==> src/rtl/audio_rx.sv <==
module audio_rx #(
  parameter int BCLK_DIV  = 2,
  parameter int HALF_BITS = 36
) (
  input  logic        clk,
  input  logic        rst_n,
  input  logic [1:0]  fmt,
  input  logic [1:0]  wlen,
  input  logic        phase,
  input  logic        swap,
  input  logic        master,
  input  logic        bclk_inv,
  input  logic        bclk_in,
  input  logic        lrclk_in,
  input  logic        sdata_in,
  output logic        bclk_out,
  output logic        lrclk_out,
  output logic [23:0] left_out,
  output logic [23:0] right_out,
  output logic        valid
);

  localparam logic [1:0] F_RJ = 2'd0, F_LJ = 2'd1, F_I2S = 2'd2, F_FS = 2'd3;
  localparam int DW = (BCLK_DIV > 1) ? $clog2(BCLK_DIV) : 1;
  localparam int BW = $clog2(2 * HALF_BITS + 1);
  localparam int CW = 7;

  // clock generator for master mode
  logic [DW-1:0] dcnt;
  logic          gen_b;
  logic [BW-1:0] bitc, bitc_nx;

  wire tick     = (dcnt == DW'(BCLK_DIV - 1));
  wire gen_fall = tick && (gen_b ^ bclk_inv);
  assign bitc_nx  = (bitc == BW'(2 * HALF_BITS - 1)) ? '0 : bitc + 1'b1;
  assign bclk_out = gen_b;

  always_ff @(posedge clk or negedge rst_n) begin
    if (!rst_n) begin
      dcnt <= '0; gen_b <= 1'b0; bitc <= '0; lrclk_out <= 1'b0;
    end else if (!master) begin
      dcnt <= '0; gen_b <= 1'b0; bitc <= '0; lrclk_out <= 1'b0;
    end else begin
      dcnt <= tick ? '0 : dcnt + 1'b1;
      if (tick) gen_b <= ~gen_b;
      if (gen_fall) begin
        bitc      <= bitc_nx;
        lrclk_out <= (fmt == F_FS) ? (bitc_nx == '0) : (bitc_nx >= BW'(HALF_BITS));
      end
    end
  end

  // receive path
  wire bl = (master ? gen_b : bclk_in) ^ bclk_inv;
  wire lr = master ? lrclk_out : lrclk_in;

  logic          bl_q, lr_q, have_l;
  logic [31:0]   sr, word;
  logic [CW-1:0] cnt, cnt_cur, nbits, endl, endr;
  logic [1:0]    wl_eff;
  logic [23:0]   l_hold, sized;
  logic          cap_l, cap_r, ch_r;

  wire        rise     = bl & ~bl_q;
  wire        edge_any = lr ^ lr_q;
  wire        mark     = (fmt == F_FS) ? (lr & ~lr_q) : edge_any;
  wire [31:0] sr_nx    = {sr[30:0], sdata_in};
  wire [CW-1:0] dly    = (fmt == F_I2S) ? CW'(1) : (fmt == F_FS) ? CW'(phase) : '0;

  assign wl_eff  = (fmt == F_RJ && wlen == 2'd3) ? 2'd2 : wlen;
  assign cnt_cur = mark ? '0 : (&cnt ? cnt : cnt + 1'b1);
  assign endl    = dly + nbits - 1'b1;
  assign endr    = endl + nbits;

  always_comb begin
    case (wl_eff)
      2'd0:    begin nbits = CW'(16); sized = {word[15:0], 8'h00}; end
      2'd1:    begin nbits = CW'(20); sized = {word[19:0], 4'h0};  end
      2'd2:    begin nbits = CW'(24); sized = word[23:0];          end
      default: begin nbits = CW'(32); sized = word[31:8];          end
    endcase
  end

  always_comb begin
    cap_l = 1'b0;
    cap_r = 1'b0;
    ch_r  = 1'b0;
    word  = sr_nx;
    case (fmt)
      F_RJ: begin
        word = sr;
        ch_r = lr_q ^ ~phase;
        if (edge_any) begin cap_l = ~ch_r; cap_r = ch_r; end
      end
      F_FS: begin
        cap_l = (cnt_cur == endl);
        cap_r = (cnt_cur == endr);
      end
      default: begin
        ch_r = (fmt == F_I2S) ? (lr ^ phase) : (lr ^ ~phase);
        if (cnt_cur == endl) begin cap_l = ~ch_r; cap_r = ch_r; end
      end
    endcase
  end

  always_ff @(posedge clk or negedge rst_n) begin
    if (!rst_n) begin
      bl_q <= 1'b0; lr_q <= 1'b0; sr <= '0; cnt <= '1; have_l <= 1'b0;
      l_hold <= '0; left_out <= '0; right_out <= '0; valid <= 1'b0;
    end else begin
      valid <= 1'b0;
      bl_q  <= bl;
      if (rise) begin
        lr_q <= lr;
        sr   <= sr_nx;
        cnt  <= cnt_cur;
        if (cap_l) begin
          l_hold <= sized;
          have_l <= 1'b1;
        end else if (cap_r) begin
          if (have_l) begin
            left_out  <= swap ? sized : l_hold;
            right_out <= swap ? l_hold : sized;
            valid     <= 1'b1;
          end
          have_l <= 1'b0;
        end
      end
    end
  end

  assert_valid_pulse_R7: assert property (@(posedge clk) disable iff (!rst_n)
    valid |=> !valid);

  assert_hold_between_R7: assert property (@(posedge clk) disable iff (!rst_n)
    !valid |-> ($stable(left_out) && $stable(right_out)));

  assert_pad16_R4: assert property (@(posedge clk) disable iff (!rst_n)
    (valid && wlen == 2'd0) |-> (left_out[7:0] == 8'h00 && right_out[7:0] == 8'h00));

  assert_slave_quiet_R9: assert property (@(posedge clk) disable iff (!rst_n)
    !master |=> (!bclk_out && !lrclk_out));

  assert_lr_on_fall_R9: assert property (@(posedge clk) disable iff (!rst_n)
    (master && $changed(lrclk_out)) |-> (((gen_b ^ bclk_inv) == 1'b0) && $changed(gen_b)));

endmodule

==> config.mk <==
export PLATFORM = sky130hd
export DESIGN_NAME = audio_rx
export DESIGN_NICKNAME = d
export VERILOG_FILES = /design/src/rtl/audio_rx.sv
export SDC_FILE = /design/constraint.sdc
export NUM_CORES = 1
export LEC_CHECK = 0
export BUFFER_PORTS_ARGS = -buffer_cell sky130_fd_sc_hd__buf_4
export CAP_MARGIN = 20
export CELL_PAD_IN_SITES_DETAIL_PLACEMENT = 0
export CELL_PAD_IN_SITES_GLOBAL_PLACEMENT = 1
export CORE_MARGIN = 4
export CORE_UTILIZATION = 48
export CTS_CLUSTER_DIAMETER = 200
export DETAILED_ROUTE_END_ITERATION = 6
export PLACE_DENSITY_LB_ADDON = 0.1
export SYNTH_ARGS = -nofsm -noshare
export SYNTH_HDL_FRONTEND = slang
export SYNTH_SLANG_ARGS = --single-unit
export TNS_END_PERCENT = 50
==> constraint.sdc <==
create_clock -name clk -period 3.3 [get_ports clk]
set_input_delay 0.165 -clock clk [delete_from_list [all_inputs] [get_ports clk]]
set_output_delay 0.165 -clock clk [all_outputs]
set_load 0.02 [all_outputs]
== Word level (Yosys, flattened, before mapping) ==
Index checks and enable logic that the tools add are counted.

* Output and inout bits: 51
* Input bits: 13
* Register bits after elaboration: 125
* Word-level logic and storage cells: 91

* Equality and inequality tests: 10
* Mux-type cells: 36
* Bitwise logic cells: 15
* Reduce and logical (&&, ||, !) cells: 10
* Magnitude comparators: 1
* Add/subtract/negate cells: 6

{| class="wikitable"
|+ Operators by type and width
! operator !! number
|-
| 24-bit one-hot mux with 3 select lines || 1
|-
| 24-bit 2-to-1 mux || 2
|-
| 7-bit 2-to-1 mux || 5
|-
| 32-bit 2-to-1 mux || 1
|-
| 1-bit 2-to-1 mux || 23
|-
| 6-bit one-hot mux with 3 select lines || 1
|-
| 7-bit by 1-bit adder with 7-bit output, second input constant || 2
|-
| 7-bit == test || 2
|-
| 2-bit == test, second input constant || 4
|-
| 1-bit by 7-bit adder with 7-bit output || 1
|-
| 7-bit adder || 1
|-
| 7-bit == test, second input constant || 1
|-
| 7-bit by 6-bit greater-or-equal comparator with 1-bit output, second input constant || 1
|-
| 7-bit logical NOT || 1
|-
| 1-bit inverter || 7
|-
| 7-bit AND reduction || 1
|-
| 7-bit by 1-bit subtractor with 7-bit output, second input constant || 1
|-
| 1-bit XOR || 6
|-
| 2-bit logical NOT || 2
|-
| 2-bit by 1-bit != test with 1-bit output, second input constant || 2
|-
| 1-bit one-hot mux with 2 select lines || 2
|-
| 2-bit AND reduction || 2
|-
| 4-bit AND reduction || 1
|-
| 1-bit bitwise AND || 2
|-
| other kinds (5) || 6
|}

== Longest topological paths before layout ==
Gate-level depths: netlist of run 1.

* Depth in word-level cells: 13
* Mapped depth: 22

== Least setup slack after synthesis of run 1 ==
Ideal clock, no wire load.

* Path type: input to register
* From: input port fmt[0]
* To: register left_out[10]
* Cell stages on the path: 22
* Slack: -1.138 ns
* Data required time: 3.175 ns
* Arrival: 4.313 ns
* Buffers on the path: 5
* Cell sequence: inv_1 ha_1 clkbuf_1 buf_2 buf_1 nand2_1 and2_1 inv_1 ha_1 clkinv_1 o211ai_1 ha_1 xnor2_1 nor2_1 o21ai_0 o21a_1 xnor2_1 nor4b_4 o21a_4 buf_8 buf_12 mux2_4

* Longest elaborated chain between the ends: 12

{| class="wikitable"
|+ RTL lines
! element !! line !! source
|-
| from (decl) || 7 || <nowiki>input logic [1:0] fmt,</nowiki>
|-
| branches (longest 12 deep; another with 1-bit by 7-bit adder with 7-bit output) || n/a ||
|-
| to (signal assigned) || 122 || <nowiki>left_out <= swap ? sized : l_hold;</nowiki>
|-
| to (decl) || 18 || <nowiki>output logic [23:0] left_out,</nowiki>
|}

Parallel ways; which one is timed is not known.
A chain may end at the register's enable or synchronous reset.

== Worst setup path in the final report of run 1 ==
* From: register lrclk_out
* To: register right_out[3]

* Longest elaborated chain between the ends: 9

{| class="wikitable"
|+ RTL lines
! element !! line !! source
|-
| from (decl) || 17 || <nowiki>output logic lrclk_out,</nowiki>
|-
| from (signal assigned) || 48 || <nowiki>lrclk_out <= (fmt == F_FS) ? (bitc_nx == '0) : (bitc_nx >= BW'(HALF_BITS));</nowiki>
|-
| 1-bit 2-to-1 mux (*) || 55 || <nowiki>wire lr = master ? lrclk_out : lrclk_in;</nowiki>
|-
| net lr || 55 ||
|-
| 1-bit XOR / 1-bit bitwise AND (equally long branches) || 65, 66 ||
|-
| 1-bit 2-to-1 mux || 66 || <nowiki>wire mark = (fmt == F_FS) ? (lr & ~lr_q) : edge_any;</nowiki>
|-
| 7-bit 2-to-1 mux || 71 || <nowiki>assign cnt_cur = mark ? '0 : (&cnt ? cnt : cnt + 1'b1);</nowiki>
|-
| 7-bit == test || 96, 101 ||
|-
| 1-bit 2-to-1 mux || 101 || <nowiki>if (cnt_cur == endl) begin cap_l = ~ch_r; cap_r = ch_r; end</nowiki>
|-
| 1-bit one-hot mux with 2 select lines || 89 || <nowiki>case (fmt)</nowiki>
|-
| 1-bit inverter (no line) || n/a ||
|-
| 4-bit AND reduction (no line) (*) || n/a ||
|-
| to (signal assigned) || 123 || <nowiki>right_out <= swap ? l_hold : sized;</nowiki>
|-
| to (decl) || 19 || <nowiki>output logic [23:0] right_out,</nowiki>
|}

Mark *: on every way through the listed nets, which the timed path passes. The rest lies on a longest branch.

==> results of run 1 <==
-- synth_stat cells, types with 2 or more instances --
library cell	instances	share of area (%)
sky130_fd_sc_hd__or3_1	2	0.17
sky130_fd_sc_hd__buf_4	3	0.31
sky130_fd_sc_hd__and3_1	5	0.43
sky130_fd_sc_hd__nand4_2	2	0.34
sky130_fd_sc_hd__nand2b_1	4	0.34
sky130_fd_sc_hd__a211oi_1	9	0.92
sky130_fd_sc_hd__mux2_4	9	1.8
sky130_fd_sc_hd__o21ai_0	21	1.4
sky130_fd_sc_hd__nor2b_1	4	0.34
sky130_fd_sc_hd__ha_1	16	2.7
sky130_fd_sc_hd__mux2i_1	31	4.2
sky130_fd_sc_hd__dfstp_2	7	2.5
sky130_fd_sc_hd__a21boi_0	2	0.20
sky130_fd_sc_hd__xor2_1	9	1.1
sky130_fd_sc_hd__o21a_1	6	0.61
sky130_fd_sc_hd__o31ai_1	4	0.41
sky130_fd_sc_hd__a221oi_1	5	0.60
sky130_fd_sc_hd__dfrtp_1	118	40
sky130_fd_sc_hd__nand4_1	2	0.17
sky130_fd_sc_hd__and2_1	9	0.77
sky130_fd_sc_hd__mux2_1	5	0.77
sky130_fd_sc_hd__a22oi_1	4	0.41
sky130_fd_sc_hd__buf_2	9	0.61
sky130_fd_sc_hd__xnor2_1	11	1.3
sky130_fd_sc_hd__clkbuf_1	24	1.2
sky130_fd_sc_hd__nor3_1	2	0.14
sky130_fd_sc_hd__inv_1	12	0.61
sky130_fd_sc_hd__nor2_1	40	2.0
sky130_fd_sc_hd__buf_1	8	0.41
sky130_fd_sc_hd__nor4b_1	2	0.24
sky130_fd_sc_hd__o22ai_1	10	0.85
sky130_fd_sc_hd__a21oi_1	29	2.0
sky130_fd_sc_hd__nand3_1	5	0.34
sky130_fd_sc_hd__nand2_1	137	7.0
sky130_fd_sc_hd__a31oi_1	9	0.77
sky130_fd_sc_hd__mux2_2	108	17
-- placed cells by master, fill, tap and decap left out, drive strengths merged, types with 9 or more instances in the layout --
cell and instances:
xor2 10, a31oi 10, o21ai 22, mux2i 31, buf 88, mux2 122, dfrtp 118, nor2 40
xnor2 11, clkbuf 20, ha 16, and2 10, o22ai 10, nand2 137, inv 14, a211oi 9
a21oi 30
-- worst max-delay path, stage by stage (launching register included) --
cell                        delay (ns)
sky130_fd_sc_hd__dfrtp_1          0.39
sky130_fd_sc_hd__mux2_2           0.33
sky130_fd_sc_hd__ha_4             0.17
sky130_fd_sc_hd__nand2b_2         0.23
sky130_fd_sc_hd__and2_4           0.21
sky130_fd_sc_hd__nor4_1           0.28
sky130_fd_sc_hd__a211o_1          0.18
sky130_fd_sc_hd__and3_1           0.20
sky130_fd_sc_hd__nor4b_4          0.23
sky130_fd_sc_hd__o21a_4           0.26
sky130_fd_sc_hd__clkbuf_16        0.21
sky130_fd_sc_hd__mux2_2           0.34
-- cell families after synthesis --
logic type	after synthesis
AOI/OAI and AO/OA	115
xor gates and xnor gates	22
adders and majority gates	16
buffers and inverters	60
DFF	125
muxes	153
and+or+nand+nor	224
-- metal layers --
layer	vias up	GRT usage [%]	share of wire (%)
met1	2621	31.2	51
met2	86	28.5	44
li1	2637	-	-
met5	-	0	0
met3	15	4.47	4.2
met4	0	4.90	0.65
-- final cells by class --
class,instances,area [sq um],area share [%]
clock buffer,18,429,4.88
clock inverter,13,143,1.62
inverter,13,76.3,0.868
multi-input combinational,530,4010,45.6
sequential,125,3140,35.7
tap,184,230,2.62
timing repair buffer,92,768,8.74
-- timing repair --
action	in CTS	in global routing
hold buffers	2	0
endpoints found under the setup margin	0	68
endpoints found under the hold margin	65	0
resized for setup	0	7
-- flip-flops by register name (all words and copies together) (netlist names) --
register   cells
bclk_out       1
bitc           7
bl_q           1
cnt            7
dcnt           1
have_l         1
l_hold        24
left_out      24
lr_q           1
lrclk_out      1
right_out     24
sr            32
valid          1
-- worst max path at each step --
stage,start,end,slack (ns),cells after the start
2_1_floorplan,fmt[1],left_out[10],-0.20,21
3_3_place_gp,fmt[1],left_out[20],-0.02,16
3_5_place_dp,fmt[1],right_out[15],-0.09,16
4_1_cts,lrclk_out,right_out[13],0.04,11
5_1_grt,cnt[0],right_out[2],0.01,10
6_report,lrclk_out,right_out[3],0.17,11
-- through the flow --
step / cells / instance area (sq um) / TNS, ns / power, mW
after CTS: 973 / 8710 / 0 / 5.38
after global routing: 975 / 8790 / 0 / 5.67
final: 975 / 8790 / 0 / 5.36
after detailed placement: 940 / 8120 / -3.07 / 3.53
after floorplan: 715 / 7440 / -8.81 / 3.07
after global placement: 940 / 8120 / -0.417 / 3.47
-- power groups by stage --
stage	clock (mW)	sequential, mW	combinational [mW]
6_report	1.83	2.08	1.45
5_1_grt	1.94	2.13	1.60
4_1_cts	1.87	2.08	1.43
3_5_place_dp	0	2.10	1.43
3_3_place_gp	0	2.08	1.39
2_1_floorplan	0	2.06	1.01
==> run metrics, run 1 <==
outcome complete, no violations; final setup vio count 0; Max Transition Viols Final 0; TritonCTS clock tree built; Reg2Reg Launch Point lrclk_out; clock insertion delay at the later pin of the skew report 0.42 ns; via total after detailed routing 5359; count of flip-flops with a built-in enable after synthesis 0; upper clock frequency limit 319 MHz; final WL approximately 17000 um; first-pass GRT wire length roughly 28000 um; Unique masters post-synth 68; number of inserted filler cells in the final layout ~1300; drt first-iter violations 385; share of layout cells above drive strength 1 about a third; setup repair after global routing missed its margin false; num rows 44; share of synthesized cell area in full adder, half adder and majority cells under 10%; post-synthesis xor/xnor area fraction under 10%; destination of the worst register-to-register timing path right_out[3]; asr flop ratio synth 100%; Chip Width 132 um; Worst Path Class, Setup reg -> reg; slack of the worst reg-to-reg path 0.17 ns; most instantiated flip-flop cell in the synthesis netlist sky130_fd_sc_hd__dfrtp_1; time the worst path needs with I/O delays and setup roughly 3.1 ns; Detailed Routing Iterations Pass 1 4; Syn. warnings 0; cts bufs inserted 17; Final Skew between 0.009 and 0.01 ns; clock tree sinks 125; cell leakage power about 4.3 nW; main combinational cell family by area after synthesis multiplexers; critical-path maximum fanout 12; post-synthesis cell area between 7000 and 8000 sq um; placeable core region between 10000 and 15000 sq um; area growth from synthesis to layout 19.9%; minimum setup slack in the final design 0.165 ns; utilization after layout 59.6%; net count of the finished layout roughly 810; H-Tree Level Count 4; end point of the most critical hold path bl_q; number of antenna violations at the first check in global routing 0; setup fix buffers added after clock tree synthesis 0; crit end category register; arrival time of data at the critical path endpoint about 3.4 ns; area enclosed by the die boundary about 17000 sq um; Boundary Pins 64; buffer levels on the longest clock path 2; number of vias per cell about 5.5; number of DRC violations after detailed routing 0; post-synthesis simple-gate area fraction between 10 and 15%; diode count 0; Worst Hold Depth 2; max_slew headroom 33.4%; dpl ws -0.0905 ns; Avg Inst Size Synth 10.3 sq um; sort of element at the start of the critical path register; hold crit path type in -> reg; number of input and output port buffers inserted between 60 and 70; maximum number of pins on one net before global-route repair 75; number of nets still failing antenna checks after routing 0; all-layer global routing usage 20.1%; #FFs+latches synth roughly 130; switching power approximately 1.8 mW; max cap viols 0; clock slew at the register clock pins of the worst setup and hold paths ~0.060 ns; y dimension of the die 132 um; peak ir drop on the vdd network around 460 uV; half-perimeter wire length of the detailed placement result around 12000 um; proportion of power drawn by flip-flops and latches between 30% and 40%; routed len/inst approximately 18 um; Initial Util between 40% and 50%; Combinational Power Share between 20 and 30%; R2R cell count 11; Hold Vio Cnt, Final 0; post-route worst hold slack around 0.019 ns; hold wc startpoint bclk_inv; multiplexer area fraction after synthesis 23.4%; final estimated routing congestion in global placement 0.859; Syn Inst Count between 700 and 800; switching share of total power between 30% and 40%; Root Buffer Master sky130_fd_sc_hd__clkbuf_16; relative contribution of the clock network to total power around 34%; number of global-route vias before repair between 5000 and 6000; data required time at the worst endpoint between 3 and 4 ns; grt ovf 0; register area share after synthesis around 43%; post-route clock period utilization a little over nine tenths; Least-Margin Pin Slew roughly 1 ns; cell internal pwr 3.60 mW; number of nets in the synthesized netlist between 700 and 800; synthesized-area fraction occupied by ao, oa, aoi and oai cells roughly a tenth; PwrDens ~600 nW/um^2
(Power assumes the default switching activity.)
==> inputs of run 2 (changes only) <==
--- a/config.mk
+++ b/config.mk
@@ -10,7 +10,8 @@
 export CELL_PAD_IN_SITES_DETAIL_PLACEMENT = 0
 export CELL_PAD_IN_SITES_GLOBAL_PLACEMENT = 1
 export CORE_MARGIN = 4
-export CORE_UTILIZATION = 48
+export CORE_UTILIZATION = 49
+export CTS_BUF_LIST = sky130_fd_sc_hd__clkbuf_4
 export CTS_CLUSTER_DIAMETER = 200
 export DETAILED_ROUTE_END_ITERATION = 6
 export PLACE_DENSITY_LB_ADDON = 0.1
==> run 2 against run 1 <==
Cell area shrank 4.1%. Combinational power about the same. Via count up 1.5%. Setup slack worse by 0.013 ns. Sequential power hardly changed. Die area shrank 1.9%.
==> run metrics, run 2 (synthesized netlist as in run 1, its figures left out) <==
cell area reported after detailed placement ~8000 sq um; data required time at the worst endpoint ~3.7 ns; post-route clock period utilization between 90 and 100%; proportion of power drawn by flip-flops and latches between 40% and 50%; clock tree sinks roughly 130; final cell area excluding filler cells 8430 sq um; placeable core region between 10000 and 15000 sq um; maximum number of pins on one net before global-route repair 61; grt ovf 0; sort of element at the start of the critical path register; share of layout cells above drive strength 1 between 30% and 40%; setup repair after global routing missed its margin false; max_slew headroom 48.8%; Boundary Pins 64; routed len/inst roughly 17 um; outcome complete, no violations; num rows between 40 and 50; PwrDens about 530 nW/um^2; Final Skew 0.0197 ns; minimum setup slack in the final design between 0.15 and 0.2 ns; number of nets still failing antenna checks after routing 0; Detailed Routing Iterations Pass 1 5; critical path's most frequent cell sky130_fd_sc_hd__mux2_2; time the worst path needs with I/O delays and setup 3.15 ns; Least-Margin Pin Slew slightly below 0.8 ns; commonest cells after routing, fill and taps aside 135 x sky130_fd_sc_hd__nand2_1, 118 x sky130_fd_sc_hd__dfrtp_1, 108 x sky130_fd_sc_hd__mux2_2; y dimension of the die around 130 um; peak ir drop on the vdd network between 300 and 400 uV; first-pass GRT wire length about 27000 um; TritonCTS clock tree built; H-Tree Level Count 4; number of global-route vias before repair 5378; half-perimeter wire length of the detailed placement result roughly 12000 um; via total after detailed routing ~5400; area enclosed by the die boundary between 15000 and 20000 sq um; final WL 17000 um; register with the most flip-flops sr; relative contribution of the clock network to total power about a fifth; cells traversed along the worst timing path mux2_2, ha_1, nand2b_4, nand2_2, a41o_1, a211o_1, nand4_2, o2111a_1, o21a_4, buf_12, mux2_2; number of vias per cell around 5.6; arrival time of data at the critical path endpoint 3.57 ns; Max Transition Viols Final 0; Combinational Power Share 32.3%; slowest library cell on the worst path sky130_fd_sc_hd__dfrtp_1; Power Total around 4.5 mW; most common library cell in the layout ignoring fill and taps sky130_fd_sc_hd__nand2_1; upper clock frequency limit about 320 MHz; max cap viols 0; clock slew at the register clock pins of the worst setup and hold paths ~0.13 ns; hold crit path type in -> async; area growth from synthesis to layout 15.0%; cell leakage power around 4 nW; crit end category register; dpl ws -0.154 ns; Initial Util approximately 50%; final setup vio count 0; area of combinational cells with multiple inputs 4000 sq um; critical-path maximum fanout 21; clock insertion delay at the later pin of the skew report 0.54 ns; final estimated routing congestion in global placement ~0.86; net count of the finished layout 808; Hold Vio Cnt, Final 0; Root Buffer Master sky130_fd_sc_hd__clkbuf_4; delay of the slowest critical-path stage between 0.4 and 0.5 ns; switching power roughly 1.7 mW; drt first-iter violations approximately 320; switching share of total power 37.8%; number of DRC violations after detailed routing 0; FF+latch area 3140 sq um; all-layer global routing usage a little over 20%; Chip Width approximately 130 um; cts bufs inserted 17; Worst Path Class, Setup reg -> reg; buffer levels on the longest clock path 2; number of antenna violations at the first check in global routing 1; number of input and output port buffers inserted 63; flip-flop count of the largest register after layout 32; cell internal pwr 2.78 mW; number of inserted filler cells in the final layout around 1300
-- run 2: worst max-delay path: cells and delay by family, from the launching register on --
family / cells / cell delay (ns)
simple gates: 3 / 0.40
buf+inv: 1 / 0.18
fa+ha+maj: 1 / 0.35
flops: 1 / 0.42
mux: 2 / 0.67
compound gates: 4 / 0.99
-- run 2: layout make-up --
type,instances,area share [%]
tap,184,2.73
antenna,1,0.0297
clock inverter,15,1.35
sequential,125,37.2
timing repair buffer,92,8.82
multi-input combinational,530,47.4
inverter,13,0.905
clock buffer,17,1.51
-- run 2: layer usage --
layer | track usage [%] | share of wire (%) | vias up | routed length [um]
met5 | 0 | 0 | - | 0
met4 | 4.34 | 0.76 | 0 | 130
met3 | 4.83 | 4.0 | 9 | 675
met2 | 32.0 | 46 | 117 | 7880
met1 | 30.1 | 49 | 2676 | 8320
li1 | - | - | 2635 | -
-- run 2: what timing repair did --
item                                    4_1_cts  5_1_grt
endpoints found under the setup margin        9       51
pin swaps                                     0        1
setup buffers                                 0        0
hold buffers                                  6        0
resized for setup                             1        5
endpoints found under the hold margin        57        0
gates cloned                                  0        0
-- run 2: path summary, 6_finish.rpt --
path | start | end | slack [ns] | cells past startpoint
max | lrclk_out | right_out[21] | 0.15 | 11
min reg2reg | sr[31] | sr[31] | 0.49 | 2
min | rst_n | bclk_out | 0.24 | 2
min in group clk | fmt[0] | lrclk_out | 0.25 | 5
max in group asynchronous | rst_n | sr[13] | 2.12 | 3
max reg2reg | lrclk_out | right_out[21] | 0.15 | 11
-- run 2: metrics by stage --
step | utilization [%] | instances | setup TNS (ns) | hold slack [ns]
2_1_floorplan | - | 715 | -8.81 | -0.131
3_3_place_gp | 55.5 | 938 | -2.70 | 0.285
3_5_place_dp | 55.5 | 938 | -6.49 | 0.288
4_1_cts | 57.7 | 976 | 0 | 0.211
5_1_grt | 57.8 | 977 | 0 | 0.251
6_report | 57.8 | 977 | 0 | 0.240
-- run 2: power by group through the flow --
stage          clock network (mW)  registers [mW]  logic (mW)
5_1_grt                      1.05            2.12        1.60
6_report                    0.949            2.08        1.44
2_1_floorplan                   0            2.06        1.01
4_1_cts                     0.985            2.08        1.44
3_5_place_dp                    0            2.10        1.43
3_3_place_gp                    0            2.08        1.39
==> inputs of run 3 (changes only) <==
--- a/config.mk
+++ b/config.mk
@@ -5,12 +5,13 @@
 export SDC_FILE = /design/constraint.sdc
 export NUM_CORES = 1
 export LEC_CHECK = 0
+export ABC_AREA = 1
 export BUFFER_PORTS_ARGS = -buffer_cell sky130_fd_sc_hd__buf_4
 export CAP_MARGIN = 20
 export CELL_PAD_IN_SITES_DETAIL_PLACEMENT = 0
 export CELL_PAD_IN_SITES_GLOBAL_PLACEMENT = 1
 export CORE_MARGIN = 4
-export CORE_UTILIZATION = 49
+export CORE_UTILIZATION = 46
 export CTS_BUF_LIST = sky130_fd_sc_hd__clkbuf_4
 export CTS_CLUSTER_DIAMETER = 200
 export DETAILED_ROUTE_END_ITERATION = 6
==> run 3 against run 2 <==
Combinational power up 92%. Count of clock-buffer cells in the layout up 3. Clock power up 6%. Fmax up 11%. Cell count up 37%. Die area up 11%. Critical endpoint is now right_out[20].
==> run metrics, run 3 <==
outcome complete, no violations; crit end category register; most instantiated flip-flop cell in the synthesis netlist sky130_fd_sc_hd__dfrtp_1; Max Transition Viols Final 0; post-synthesis cell area 7720 sq um; register area share after synthesis 40.6%; routed len/inst 14.6 um; area growth from synthesis to layout 12.7%; post-route clock period utilization 85.6%; Initial Util roughly 47%; number of inserted filler cells in the final layout between 1500 and 2000; top cell types by occurrence after synthesis 302 x sky130_fd_sc_hd__nand2_1, 146 x sky130_fd_sc_hd__inv_1, 135 x sky130_fd_sc_hd__o21ai_0; Worst Path Class, Setup reg -> reg; hold crit path type in -> reg; number of vias per cell 5.10; Unique masters post-synth 38; destination of the worst register-to-register timing path right_out[20]; final WL between 15000 and 20000 um; number of input and output port buffers inserted 63; main combinational cell family by area after synthesis simple AND/OR/NAND/NOR gates; placeable core region 16500 sq um; critical-path maximum fanout 48; clock insertion delay at the later pin of the skew report ~0.55 ns; library cell with the largest summed area after synthesis sky130_fd_sc_hd__dfrtp_1; cell area reported after detailed placement approximately 8400 sq um; area enclosed by the die boundary 18900 sq um; upper clock frequency limit roughly 350 MHz; placed insts roughly 1300; clock tree sinks 125; net count of the finished layout around 1100; final setup vio count 0; asr flop ratio synth between 90% and 100%; hold wc startpoint lrclk_in; clock slew at the register clock pins of the worst setup and hold paths approximately 0.10 ns; TritonCTS clock tree built; data required time at the worst endpoint roughly 3.8 ns; R2R cell count 17; Least-Margin Pin Slew 1.05 ns; most common library cell in the layout ignoring fill and taps sky130_fd_sc_hd__nand2_1; Final Skew approximately 0.019 ns; y dimension of the die 138 um; dpl ws roughly 0.023 ns; number of antenna violations at the first check in global routing 1; commonest cells after routing, fill and taps aside 301 x sky130_fd_sc_hd__nand2_1, 146 x sky130_fd_sc_hd__inv_1, 134 x sky130_fd_sc_hd__o21ai_0; share of layout cells above drive strength 1 between 10 and 15%; all-layer global routing usage roughly 22%; top post-synthesis cells by area sky130_fd_sc_hd__dfrtp_1 38%, sky130_fd_sc_hd__nand2_1 15%, sky130_fd_sc_hd__o21ai_0 8.8%; Boundary Pins between 60 and 70; fraction of post-synthesis cell area in the top cell type by area around two fifths; #FFs+latches synth 125; met2 routing resource usage after global routing a little over a third; number of global-route vias before repair 6417; final standard cell count with taps included and fillers excluded 1340; Reg2Reg Launch Point lrclk_out; layer carrying the most global-route usage met2; buffer levels on the longest clock path 2; slack of the worst reg-to-reg path between 0.4 and 0.5 ns; grt ovf 0; via total after detailed routing 6828; maximum number of pins on one net before global-route repair 60; synthesized-area fraction occupied by ao, oa, aoi and oai cells 18.7%; cts bufs inserted 17; setup repair after global routing missed its margin false; cell leakage power about 4.1 nW; flip-flop count of the largest register after layout 32; minimum setup slack in the final design approximately 0.47 ns; register with the most flip-flops sr; Detailed Routing Iterations Pass 1 6; count of flip-flops with a built-in enable after synthesis 0; multiplexer area fraction after synthesis 0%; Hold Vio Cnt, Final 0; share of synthesized cell area in full adder, half adder and majority cells between 2 and 3%; arrival time of data at the critical path endpoint approximately 3.3 ns; Root Buffer Master sky130_fd_sc_hd__clkbuf_4; post-route setup TNS 0 ns; half-perimeter wire length of the detailed placement result roughly 14000 um; post-synthesis xor/xnor area fraction 0.681%; num rows 47; Worst Hold Depth 6; final estimated routing congestion in global placement 0.823; number of nets still failing antenna checks after routing 0; number of nets in the synthesized netlist roughly 1100; cell with the most instances after synthesis sky130_fd_sc_hd__nand2_1; final cell area excluding filler cells between 8000 and 9000 sq um; Syn Inst Count about 1100; Avg Inst Size Synth between 7 and 8 sq um; drt first-iter violations 474; peak ir drop on the vdd network about 280 uV; end point of the most critical hold path lr_q; max_slew headroom a little under a third; H-Tree Level Count 4; time the worst path needs with I/O delays and setup 2.83 ns; Syn. warnings 0; global-route track usage on met1 29.2%; Chip Width between 100 and 150 um; setup fix buffers added after clock tree synthesis 0; first-pass GRT wire length ~33000 um; sort of element at the start of the critical path register; met3 layer usage reported by global route 3.94%; max cap viols 0; number of DRC violations after detailed routing 0; PwrDens approximately 720 nW/um^2; post-synthesis simple-gate area fraction 26.0%
## run 3: area by class of cell
cell class / instances / area [sq um] / share of cell area (%)
Antenna cell: 2 / 5.00 / 0.0575
Clock inverter: 9 / 98.8 / 1.14
Timing Repair Buffer: 89 / 743 / 8.54
Clock buffer: 20 / 150 / 1.73
Tap cell: 220 / 275 / 3.16
Sequential cell: 125 / 3140 / 36.1
Multi-Input combinational cell: 723 / 3720 / 42.7
Inverter: 152 / 573 / 6.59
## run 3: kinds of logic (layout without fill, tap and decap cells)
group / Yosys count / in the layout
flip-flops: 125 / 125
XOR/XNOR: 6 / 6
buffers and inverters: 213 / 270
AO/OA/AOI/OAI: 246 / 246
other: 0 / 2
adder cells (fa/ha/maj): 16 / 16
AND/OR/NAND/NOR: 455 / 455
## run 3: where the power goes
group          leakage (nW)  switching (mW)  internal [mW]
Combinational          2.44            1.70           1.06
Clock                 0.138           0.552          0.453
Sequential             1.49           0.401           2.14
## run 3: how the worst max path moves through the flow
stage	start	end	slack (ns)	depth (start not counted)
2_1_floorplan	fmt[0]	left_out[10]	0.0001	30
3_3_place_gp	fmt[0]	right_out[8]	0.08	27
3_5_place_dp	fmt[0]	right_out[8]	0.02	22
4_1_cts	lrclk_out	right_out[20]	0.14	17
5_1_grt	lrclk_out	right_out[2]	0.18	17
6_report	lrclk_out	right_out[20]	0.47	17
## run 3: layer usage
metal | part of all wire (%) | wire [um] | vias up
met1 | 46 | 8950 | 3125
met3 | 4.1 | 808 | 31
met4 | 1.9 | 367 | 0
met5 | 0 | 0 | -
met2 | 48 | 9400 | 151
li1 | - | - | 3521
## run 3: critical path: stages (launching register included)
cell	delay, ns
sky130_fd_sc_hd__dfrtp_1	0.40
sky130_fd_sc_hd__inv_1	0.08
sky130_fd_sc_hd__o21ai_2	0.07
sky130_fd_sc_hd__ha_1	0.31
sky130_fd_sc_hd__o21ai_1	0.25
sky130_fd_sc_hd__inv_2	0.14
sky130_fd_sc_hd__buf_4	0.16
sky130_fd_sc_hd__nand2_2	0.09
sky130_fd_sc_hd__nand2_1	0.05
sky130_fd_sc_hd__nand2_1	0.10
sky130_fd_sc_hd__nor2_4	0.05
sky130_fd_sc_hd__nand3_1	0.07
sky130_fd_sc_hd__nand2_1	0.06
sky130_fd_sc_hd__nand2_2	0.09
sky130_fd_sc_hd__nand2_4	0.11
sky130_fd_sc_hd__inv_4	0.44
sky130_fd_sc_hd__nand3_1	0.15
sky130_fd_sc_hd__nand2_1	0.11
## run 3: stage by stage
step	power [mW]	utilization, %	hold slack (ns)
after detailed placement	5.35	50.8	0.286
after global routing	6.84	52.6	0.0797
final	6.30	52.6	0.0512
after CTS	6.38	52.6	0.0236
after global placement	5.32	50.8	0.292
after floorplan	4.30	-	-0.131
## run 3: repair_timing
action / CTS / global route
resized for setup: 0 / 2
hold buffers: 5 / 0
endpoints found under the hold margin: 63 / 0
endpoints found under the setup margin: 0 / 48
